[config.mk]
export PLATFORM = sky130hd
export DESIGN_NAME = canFaultConfine
export DESIGN_NICKNAME = d
export VERILOG_FILES = /design/src/rtl/fcPkg.sv /design/src/rtl/fcDatapath.sv /design/src/rtl/fcControl.sv /design/src/rtl/canFaultConfine.sv
export SDC_FILE = /design/constraint.sdc
export NUM_CORES = 1
export LEC_CHECK = 0
export CAP_MARGIN = 20
export CORE_ASPECT_RATIO = 1.1
export CORE_UTILIZATION = 50
export DETAILED_ROUTE_END_ITERATION = 8
export PLACE_DENSITY = 0.8
export SYNTH_ARGS = -nofsm -noshare
export SYNTH_HDL_FRONTEND = slang
export SYNTH_HIERARCHICAL = 1
export SYNTH_SLANG_ARGS = --single-unit
[constraint.sdc]
create_clock -name clk -period 4.31 [get_ports clk]
set_input_delay 0.431 -clock clk [delete_from_list [all_inputs] [get_ports clk]]
set_output_delay 0.431 -clock clk [all_outputs]
set_load 0.005 [all_outputs]
[src/rtl/fcPkg.sv]
package fcPkg;

  typedef enum logic [1:0] {
    ST_ACTIVE  = 2'b00,
    ST_PASSIVE = 2'b01,
    ST_BUSOFF  = 2'b10
  } fcState_t;

  // control -> datapath update strobes
  typedef struct packed {
    logic txInc;
    logic txDec;
    logic rxInc;
    logic rxHeavy;
    logic rxDec;
    logic rxReload;
    logic enterOff;
    logic runStep;
    logic runClr;
    logic recover;
  } fcStrobe_t;

  // datapath -> control comparison results
  typedef struct packed {
    logic txNextOff;
    logic txZero;
    logic txPassive;
    logic rxPassive;
    logic rxZero;
    logic runFull;
    logic recoverNext;
  } fcFlags_t;

endpackage

[src/rtl/fcDatapath.sv]
module fcDatapath
  import fcPkg::*;
#(
  parameter int TX_W         = 9,
  parameter int RX_W         = 8,
  parameter int PASSIVE_LIM  = 128,
  parameter int BUSOFF_LIM   = 256,
  parameter int RUN_LEN      = 11,
  parameter int RECOVER_RUNS = 128,
  parameter int TX_STEP      = 8,
  parameter int RX_HEAVY     = 8,
  parameter int RX_RELOAD    = 120
) (
  input  logic            clk,
  input  logic            rstN,
  input  fcStrobe_t       strobe,
  output fcFlags_t        flags,
  output logic [TX_W-1:0] txCnt,
  output logic [RX_W-1:0] rxCnt
);

  localparam int RUN_W = (RUN_LEN > 1) ? $clog2(RUN_LEN) : 1;

  localparam logic [TX_W-1:0] TX_STEP_V  = TX_W'(TX_STEP);
  localparam logic [TX_W-1:0] TX_OFF_V   = TX_W'(BUSOFF_LIM);
  localparam logic [TX_W-1:0] TX_PASS_V  = TX_W'(PASSIVE_LIM);
  localparam logic [TX_W-1:0] TX_ONE_V   = TX_W'(1);
  localparam logic [RX_W-1:0] RX_PASS_V  = RX_W'(PASSIVE_LIM);
  localparam logic [RX_W-1:0] RX_ONE_V   = RX_W'(1);
  localparam logic [RX_W-1:0] RX_HEAVY_V = RX_W'(RX_HEAVY);
  localparam logic [RX_W-1:0] RX_LOAD_V  = RX_W'(RX_RELOAD);
  localparam logic [RX_W-1:0] RX_REC_V   = RX_W'(RECOVER_RUNS - 1);
  localparam logic [RUN_W-1:0] RUN_FULL_V = RUN_W'(RUN_LEN - 1);
  localparam logic [RUN_W-1:0] RUN_ONE_V  = RUN_W'(1);

  logic [RUN_W-1:0] runCnt;
  logic [TX_W-1:0]  txPlus;
  logic [RX_W-1:0]  rxStep;

  assign txPlus = txCnt + TX_STEP_V;
  assign rxStep = strobe.rxHeavy ? RX_HEAVY_V : RX_ONE_V;

  always_comb begin
    flags.txNextOff   = (txPlus >= TX_OFF_V);
    flags.txZero      = (txCnt == '0);
    flags.txPassive   = (txCnt >= TX_PASS_V);
    flags.rxPassive   = (rxCnt >= RX_PASS_V);
    flags.rxZero      = (rxCnt == '0);
    flags.runFull     = (runCnt == RUN_FULL_V);
    flags.recoverNext = (rxCnt == RX_REC_V);
  end

  always_ff @(posedge clk) begin
    if (!rstN) begin
      txCnt  <= '0;
      rxCnt  <= '0;
      runCnt <= '0;
    end else if (strobe.recover) begin
      txCnt  <= '0;
      rxCnt  <= '0;
      runCnt <= '0;
    end else begin
      if (strobe.txInc)      txCnt <= txPlus;
      else if (strobe.txDec) txCnt <= txCnt - TX_ONE_V;

      if (strobe.enterOff)      rxCnt <= '0;
      else if (strobe.rxReload) rxCnt <= RX_LOAD_V;
      else if (strobe.rxInc)    rxCnt <= rxCnt + rxStep;
      else if (strobe.rxDec)    rxCnt <= rxCnt - RX_ONE_V;

      if (strobe.runClr)       runCnt <= '0;
      else if (strobe.runStep) runCnt <= runCnt + RUN_ONE_V;
    end
  end

endmodule

[src/rtl/fcControl.sv]
module fcControl
  import fcPkg::*;
(
  input  logic      clk,
  input  logic      rstN,
  input  logic      txErr,
  input  logic      txOk,
  input  logic      rxErr,
  input  logic      rxErrHeavy,
  input  logic      rxOk,
  input  logic      bitTick,
  input  logic      bitRecessive,
  input  logic      irqClr,
  input  fcFlags_t  flags,
  output fcStrobe_t strobe,
  output fcState_t  stateCode,
  output logic      swIrq
);

  logic offQ;

  always_comb begin
    strobe = '0;
    if (!offQ) begin
      if (txErr) begin
        strobe.txInc = 1'b1;
        if (flags.txNextOff) begin
          strobe.enterOff = 1'b1;
          strobe.runClr   = 1'b1;
        end
      end else if (txOk && !flags.txZero) begin
        strobe.txDec = 1'b1;
      end

      if (rxErr) begin
        if (!flags.rxPassive) begin
          strobe.rxInc   = 1'b1;
          strobe.rxHeavy = rxErrHeavy;
        end
      end else if (rxOk) begin
        if (flags.rxPassive)   strobe.rxReload = 1'b1;
        else if (!flags.rxZero) strobe.rxDec   = 1'b1;
      end
    end else if (bitTick) begin
      if (!bitRecessive) begin
        strobe.runClr = 1'b1;
      end else if (flags.runFull) begin
        strobe.runClr = 1'b1;
        if (flags.recoverNext) strobe.recover = 1'b1;
        else                   strobe.rxInc   = 1'b1;
      end else begin
        strobe.runStep = 1'b1;
      end
    end
  end

  always_ff @(posedge clk) begin
    if (!rstN) begin
      offQ  <= 1'b0;
      swIrq <= 1'b0;
    end else begin
      if (strobe.enterOff)     offQ <= 1'b1;
      else if (strobe.recover) offQ <= 1'b0;

      if (strobe.recover)  swIrq <= 1'b1;
      else if (irqClr)     swIrq <= 1'b0;
    end
  end

  always_comb begin
    if (offQ)                                  stateCode = ST_BUSOFF;
    else if (flags.txPassive || flags.rxPassive) stateCode = ST_PASSIVE;
    else                                       stateCode = ST_ACTIVE;
  end

endmodule

[src/rtl/canFaultConfine.sv]
module canFaultConfine
  import fcPkg::*;
#(
  parameter int TX_W         = 9,
  parameter int RX_W         = 8,
  parameter int PASSIVE_LIM  = 128,
  parameter int BUSOFF_LIM   = 256,
  parameter int RUN_LEN      = 11,
  parameter int RECOVER_RUNS = 128,
  parameter int TX_STEP      = 8,
  parameter int RX_HEAVY     = 8,
  parameter int RX_RELOAD    = 120
) (
  input  logic            clk,
  input  logic            rstN,
  input  logic            txErr,
  input  logic            txOk,
  input  logic            rxErr,
  input  logic            rxErrHeavy,
  input  logic            rxOk,
  input  logic            bitTick,
  input  logic            bitRecessive,
  input  logic            irqClr,
  output logic [TX_W-1:0] txCount,
  output logic [RX_W-1:0] rxCount,
  output logic [1:0]      state,
  output logic            swIrq
);

  fcStrobe_t strobeW;
  fcFlags_t  flagsW;
  fcState_t  stateW;

  fcControl u_ctrl (
    .clk          (clk),
    .rstN         (rstN),
    .txErr        (txErr),
    .txOk         (txOk),
    .rxErr        (rxErr),
    .rxErrHeavy   (rxErrHeavy),
    .rxOk         (rxOk),
    .bitTick      (bitTick),
    .bitRecessive (bitRecessive),
    .irqClr       (irqClr),
    .flags        (flagsW),
    .strobe       (strobeW),
    .stateCode    (stateW),
    .swIrq        (swIrq)
  );

  fcDatapath #(
    .TX_W         (TX_W),
    .RX_W         (RX_W),
    .PASSIVE_LIM  (PASSIVE_LIM),
    .BUSOFF_LIM   (BUSOFF_LIM),
    .RUN_LEN      (RUN_LEN),
    .RECOVER_RUNS (RECOVER_RUNS),
    .TX_STEP      (TX_STEP),
    .RX_HEAVY     (RX_HEAVY),
    .RX_RELOAD    (RX_RELOAD)
  ) u_dp (
    .clk    (clk),
    .rstN   (rstN),
    .strobe (strobeW),
    .flags  (flagsW),
    .txCnt  (txCount),
    .rxCnt  (rxCount)
  );

  assign state = stateW;

endmodule

# ---- After elaboration in Yosys (flattened, before gate mapping)
# Index checks and enable logic that the tools add are counted.
dict set report op_classes {
  addsub 5
  order_cmp 3
  n_eq_ne 2
  n_mux 41
  bitwise_logic 1
  reduce_logical 14
}
# op n
set op_table {}
lappend op_table {{2-to-1 mux 1 bit} 26}
lappend op_table {{2-to-1 mux 9 bit} 2}
lappend op_table {{2-to-1 mux 8 bit} 2}
lappend op_table {{2-to-1 mux 2 bit} 7}
lappend op_table {{adder 9 x 4 -> 9 bit, second input constant} 1}
lappend op_table {{>= comparator 9 x 8 -> 1 bit, second input constant} 1}
lappend op_table {{>= comparator 9 bit, second input constant} 1}
lappend op_table {{logical NOT 9 bit} 1}
lappend op_table {{subtractor 9 x 1 -> 9 bit, second input constant} 1}
lappend op_table {{adder 8 bit} 1}
lappend op_table {{equality test 8 x 7 -> 1 bit, second input constant} 1}
lappend op_table {{>= comparator 8 bit, second input constant} 1}
lappend op_table {{logical NOT 8 bit} 1}
lappend op_table {{2-to-1 mux 4 bit} 2}
lappend op_table {{nonzero test 2 bit} 4}
lappend op_table {{subtractor 8 x 1 -> 8 bit, second input constant} 1}
lappend op_table {{2-to-1 mux 7 bit} 1}
lappend op_table {{OR reduction 3 bit} 2}
lappend op_table {{adder 4 x 1 -> 4 bit, second input constant} 1}
lappend op_table {{equality test 4 bit, second input constant} 1}
lappend op_table {{OR reduction 4 bit} 1}
lappend op_table {{2-to-1 mux 3 bit} 1}
lappend op_table {{nonzero test 3 bit} 1}
lappend op_table {{OR reduction 2 bit} 1}
lappend op_table {{other kinds (4)} 4}
dict set report word_totals {
  reg_bits 23
  input_bits 10
  output_inout_bits 20
  word_cells 72
}

# ---- Longest topological paths before layout
dict set report logic_depth {
  ltp_word 10
  ltp_mapped 15
  ltp_nobuf 15
}

# ---- By module
# The synthesis kept the hierarchy.
# mod n_inst cells_each area_per_inst_um2 seq_area_each_um2
set modules_own_cells {}
lappend modules_own_cells {fcDatapath 1 167 1410.1 420.4}
lappend modules_own_cells {fcControl 1 28 245.2 40.0}

# ---- Least setup slack after synthesis
# OpenSTA, ideal clock, no wires.
dict set report synth_path {
  kind {register -> register}
  startpoint {register u_dp.runCnt[0]}
  endpoint {register u_dp.rxCnt[5]}
  setup_time_ns 0.058
  arrival_ns 2.591
  t_required_ns 4.252
  slack_ns 1.661
  stages_incl_launch_ff 14
  n_path_buf 0
  synth_period_minus_slack_ns 2.649
  path_cell_list {dfxtp_1 > inv_1 > ha_1 > nand2_1 > nor2_1 > inv_1 > o32ai_2 > inv_1 > ha_1 > a21oi_1 > nand2_1 > a31oi_1 > mux2i_1 > o311a_2}
}
# item line
set synth_lines {}
lappend synth_lines {{start: declaration} fcDatapath.sv:36} ;# logic [RUN_W-1:0] runCnt;
lappend synth_lines {{start signal: assignment} fcDatapath.sv:72} ;# else if (strobe.runStep) runCnt <= runCnt + RUN_ONE_V;
lappend synth_lines {{end signal: assignment} fcDatapath.sv:68} ;# else if (strobe.rxInc) rxCnt <= rxCnt + rxStep;
lappend synth_lines {{end signal: assignment} fcDatapath.sv:69} ;# else if (strobe.rxDec) rxCnt <= rxCnt - RX_ONE_V;
lappend synth_lines {{end: declaration} fcDatapath.sv:19} ;# output logic [RX_W-1:0] rxCnt

==> results.json <==
{
  "outcome": "finished with violations",
  "violations": "design-rule violations",
  "tightest_slew_ns": 0.560,
  "yosys.area.top_type_share_pct": 27.8,
  "antenna_cells": 0,
  "ys_types": 58,
  "clk_pin_slew_ns": 0.12,
  "ioPinCount": 30,
  "place_area_um2": 1940,
  "cts_root_buf": "clkbuf_4",
  "routed_wl_mm": 3.63,
  "insertion_delay_ns": 0.30,
  "place_inst": 250,
  "final-hold-violation-count": 0,
  "fin_ws_ns": 1.27,
  "die_x_um": 56.9,
  "worstPathArrival_ns": 3.30,
  "routedWlPerCell_um": 14.3,
  "crit_fanout": 8,
  "async_flop_share_pct": 0,
  "synth_xor_xnor_area_share_pct": 8.39,
  "fmax_mhz": 329,
  "avgSynthCellArea_um2": 8.49,
  "place_ws_ns": 1.17,
  "drv_cap": 0,
  "power.density_nw_per_um2": 474,
  "instances_no_fill": 254,
  "wl_met3_um": 106,
  "cp.required_ns": 4.57,
  "die_height_um": 62.3,
  "startpoint": "u_dp/runCnt[0]$_SDFFE_PP0P_",
  "leakage_nw": 0.783,
  "synth_edf_count": 0,
  "drc": 2,
  "hpwl_mm": 2.76,
  "area_delta_synth_final_pct": 18.6,
  "cts_buffers": 3,
  "rrSetupSlack_ns": 1.27,
  "initial_utilization_pct": 53.4,
  "cts_tree": "built",
  "min_period_ns": 3.04,
  "wl_met1_mm": 1.68,
  "yosysWarnings": 6,
  "nFillCells": 283,
  "critPathCaptureType": "register",
  "holdCritPathClass": "reg2reg",
  "grt_pass1_vias": 1362,
  "slew_headroom_pct": 62.7,
  "first_iter_violations": 64,
  "worst_r2r_endpoint": "u_dp/rxCnt[5]$_SDFFE_PP0P_",
  "synthMuxAreaShare_pct": 0.605,
  "timing.final.crit_share_pct": 70.6,
  "multi_input_comb_area_um2": 1100,
  "synth_seq_area_share_pct": 27.8,
  "cts_hold_buffers": 0,
  "nNetsFinal": 246,
  "hold_ws_ns": 0.486,
  "syn_inst": 195,
  "synth_flop_cell": "dfxtp_1",
  "synth-simple-area-share_pct": 31.0,
  "dr_wl_met2_mm": 1.83,
  "drt_pass1_iterations": 6,
  "slew_violations": 0,
  "io_buffers": 29,
  "gp_congestion": 0.908,
  "syn_nets": 220,
  "grt_max_degree": 16,
  "reg2regPathDepth": 13,
  "core_area_um2": 3100,
  "final_util_pct": 63.3,
  "cp-start-kind": "register",
  "num_rows": 21,
  "grt_pass1_wl_mm": 6.09,
  "synth_top_area_cell": "dfxtp_1",
  "cts.sinks": 23,
  "peakVddDrop_mv": 0.235,
  "ff_latch_area_um2": 460,
  "tns_ns": 0,
  "ys_ff_latch": 23,
  "r2r-start": "u_dp/runCnt[0]$_SDFFE_PP0P_",
  "die_area_um2": 3540,
  "post-cts-setup-buffers": 0,
  "synth_fa_ha_area_share_pct": 11.8,
  "rsz0062_at_grt": "false",
  "skew_ns": 0.00409,
  "synth_compound_area_share_pct": 14.8,
  "clock_path_buffers": 2,
  "vias_per_cell": 5.85,
  "design_area_um2": 1960,
  "htree_levels": 1,
  "path_class": "reg2reg",
  "critPathCapture": "u_dp/rxCnt[5]$_SDFFE_PP0P_",
  "routed.top_layer": "met4",
  "drtAntennaViolNets": 0,
  "overflow": 0,
  "synth_area_um2": 1660,
  "synth_area_leaders": "dfxtp_1 28%, ha_1 11%, nor2_1 5.2%, xnor2_1 4.8%, nand2_1 3.9%",
  "finalPower_mw": 0.931,
  "post_cts_resized": 0,
  "setup_viol_count_final": 0,
  "synth_top_family_by_area": "simple AND/OR/NAND/NOR gates",
  "antenna_found_initial": 0,
  "drive_gt1_share_pct": 8.18,
  "track_usage_pct": 21.3,
  "vias": 1486
}
power by group:
| part | leakage [nW] | switching, mW | internal (mW) |
|---|---|---|---|
| Clock | 0.0150 | 0.0631 | 0.0361 |
| Combinational | 0.580 | 0.244 | 0.268 |
| Sequential | 0.188 | 0.0657 | 0.254 |
sequential cells by signal, indices dropped and copies added, names as in the netlist:
name and flops:
u_dp/txCnt 9, u_dp/rxCnt 8, u_dp/runCnt 4, u_ctrl/offQ 1
u_ctrl/swIrq 1
synthesized netlist by cell type, types with 4 or more instances:
cell type  instances
dfxtp_1           23
nor2_1            23
nand2_1           17
ha_1              14
inv_1             11
xnor2_1            9
a21oi_1            8
nor3_1             8
nand2b_1           5
xor2_1             5
nand3_1            4
area by class of cell:
| cell class | instances | area share [%] |
|---|---|---|
| multi-input combinational | 153 | 56.2 |
| sequential | 23 | 23.5 |
| timing repair buffer | 29 | 14.8 |
| tap | 34 | 2.17 |
| inverter | 11 | 2.10 |
| clock buffer | 4 | 1.34 |
per-layer routing:
layer | up-vias | track usage [%]
met5 | - | 0
met4 | 0 | 8.23
met3 | 2 | 2.08
met2 | 35 | 36.2
met1 | 710 | 27.5
li1 | 739 | -
layout by cell type, fill, tap and decap left out, types with 2 or more instances in the layout:
cell type        netlist  final
nand4_1                3      3
dfxtp_1               23     23
nand3_2                2      2
nand2_1               17     17
nor3_1                 8      8
nand4b_1               2      2
clkbuf_4               0      3
xnor2_1                9      9
nand3_1                4      4
nor2_1                23     23
and2_1                 2      2
ha_1                  14     14
a21o_1                 3      3
o21ai_0                3      3
inv_1                 11     11
nor3b_1                2      2
nand2b_4               2      2
xor2_1                 5      5
a211oi_1               3      3
a21oi_1                8      8
o31ai_1                2      2
clkdlybuf4s50_1        0     29
nor2b_1                2      2
nand2b_1               5      5
and3_1                 2      2
or4_1                  2      2
cells by family (layout without fill, tap and decap cells):
| family | Yosys count | after routing |
|---|---|---|
| simple gates | 89 | 89 |
| compound gates | 33 | 33 |
| mux | 1 | 1 |
| buf+inv | 19 | 44 |
| flops | 23 | 23 |
| fa+ha+maj | 15 | 15 |
| xor+xnor | 15 | 15 |
how the worst min path moves through the flow:
stage / from / to / slack [ns] / cells past startpoint
finish: u_ctrl/swIrq$_SDFFE_PN0P_ / u_ctrl/swIrq$_SDFFE_PN0P_ / 0.49 / 2
global route: u_ctrl/swIrq$_SDFFE_PN0P_ / u_ctrl/swIrq$_SDFFE_PN0P_ / 0.51 / 2
CTS: u_ctrl/swIrq$_SDFFE_PN0P_ / u_ctrl/swIrq$_SDFFE_PN0P_ / 0.49 / 2
detailed placement: u_ctrl/swIrq$_SDFFE_PN0P_ / u_ctrl/swIrq$_SDFFE_PN0P_ / 0.47 / 2
global placement: u_ctrl/swIrq$_SDFFE_PN0P_ / u_ctrl/swIrq$_SDFFE_PN0P_ / 0.47 / 2
floorplan: u_ctrl/swIrq$_SDFFE_PN0P_ / u_ctrl/swIrq$_SDFFE_PN0P_ / 0.47 / 2
worst max-delay path, cell delays in order (launching register included):
cell,delay [ns]
dfxtp_1,0.37
inv_1,0.07
ha_1,0.13
nand2_1,0.05
nor2_1,0.20
inv_1,0.09
o32ai_2,0.55
inv_1,0.25
ha_1,0.40
a21oi_1,0.16
nand2_1,0.13
a31oi_1,0.22
mux2i_1,0.20
o311a_2,0.19
Power figures use the tool's default switching activity.
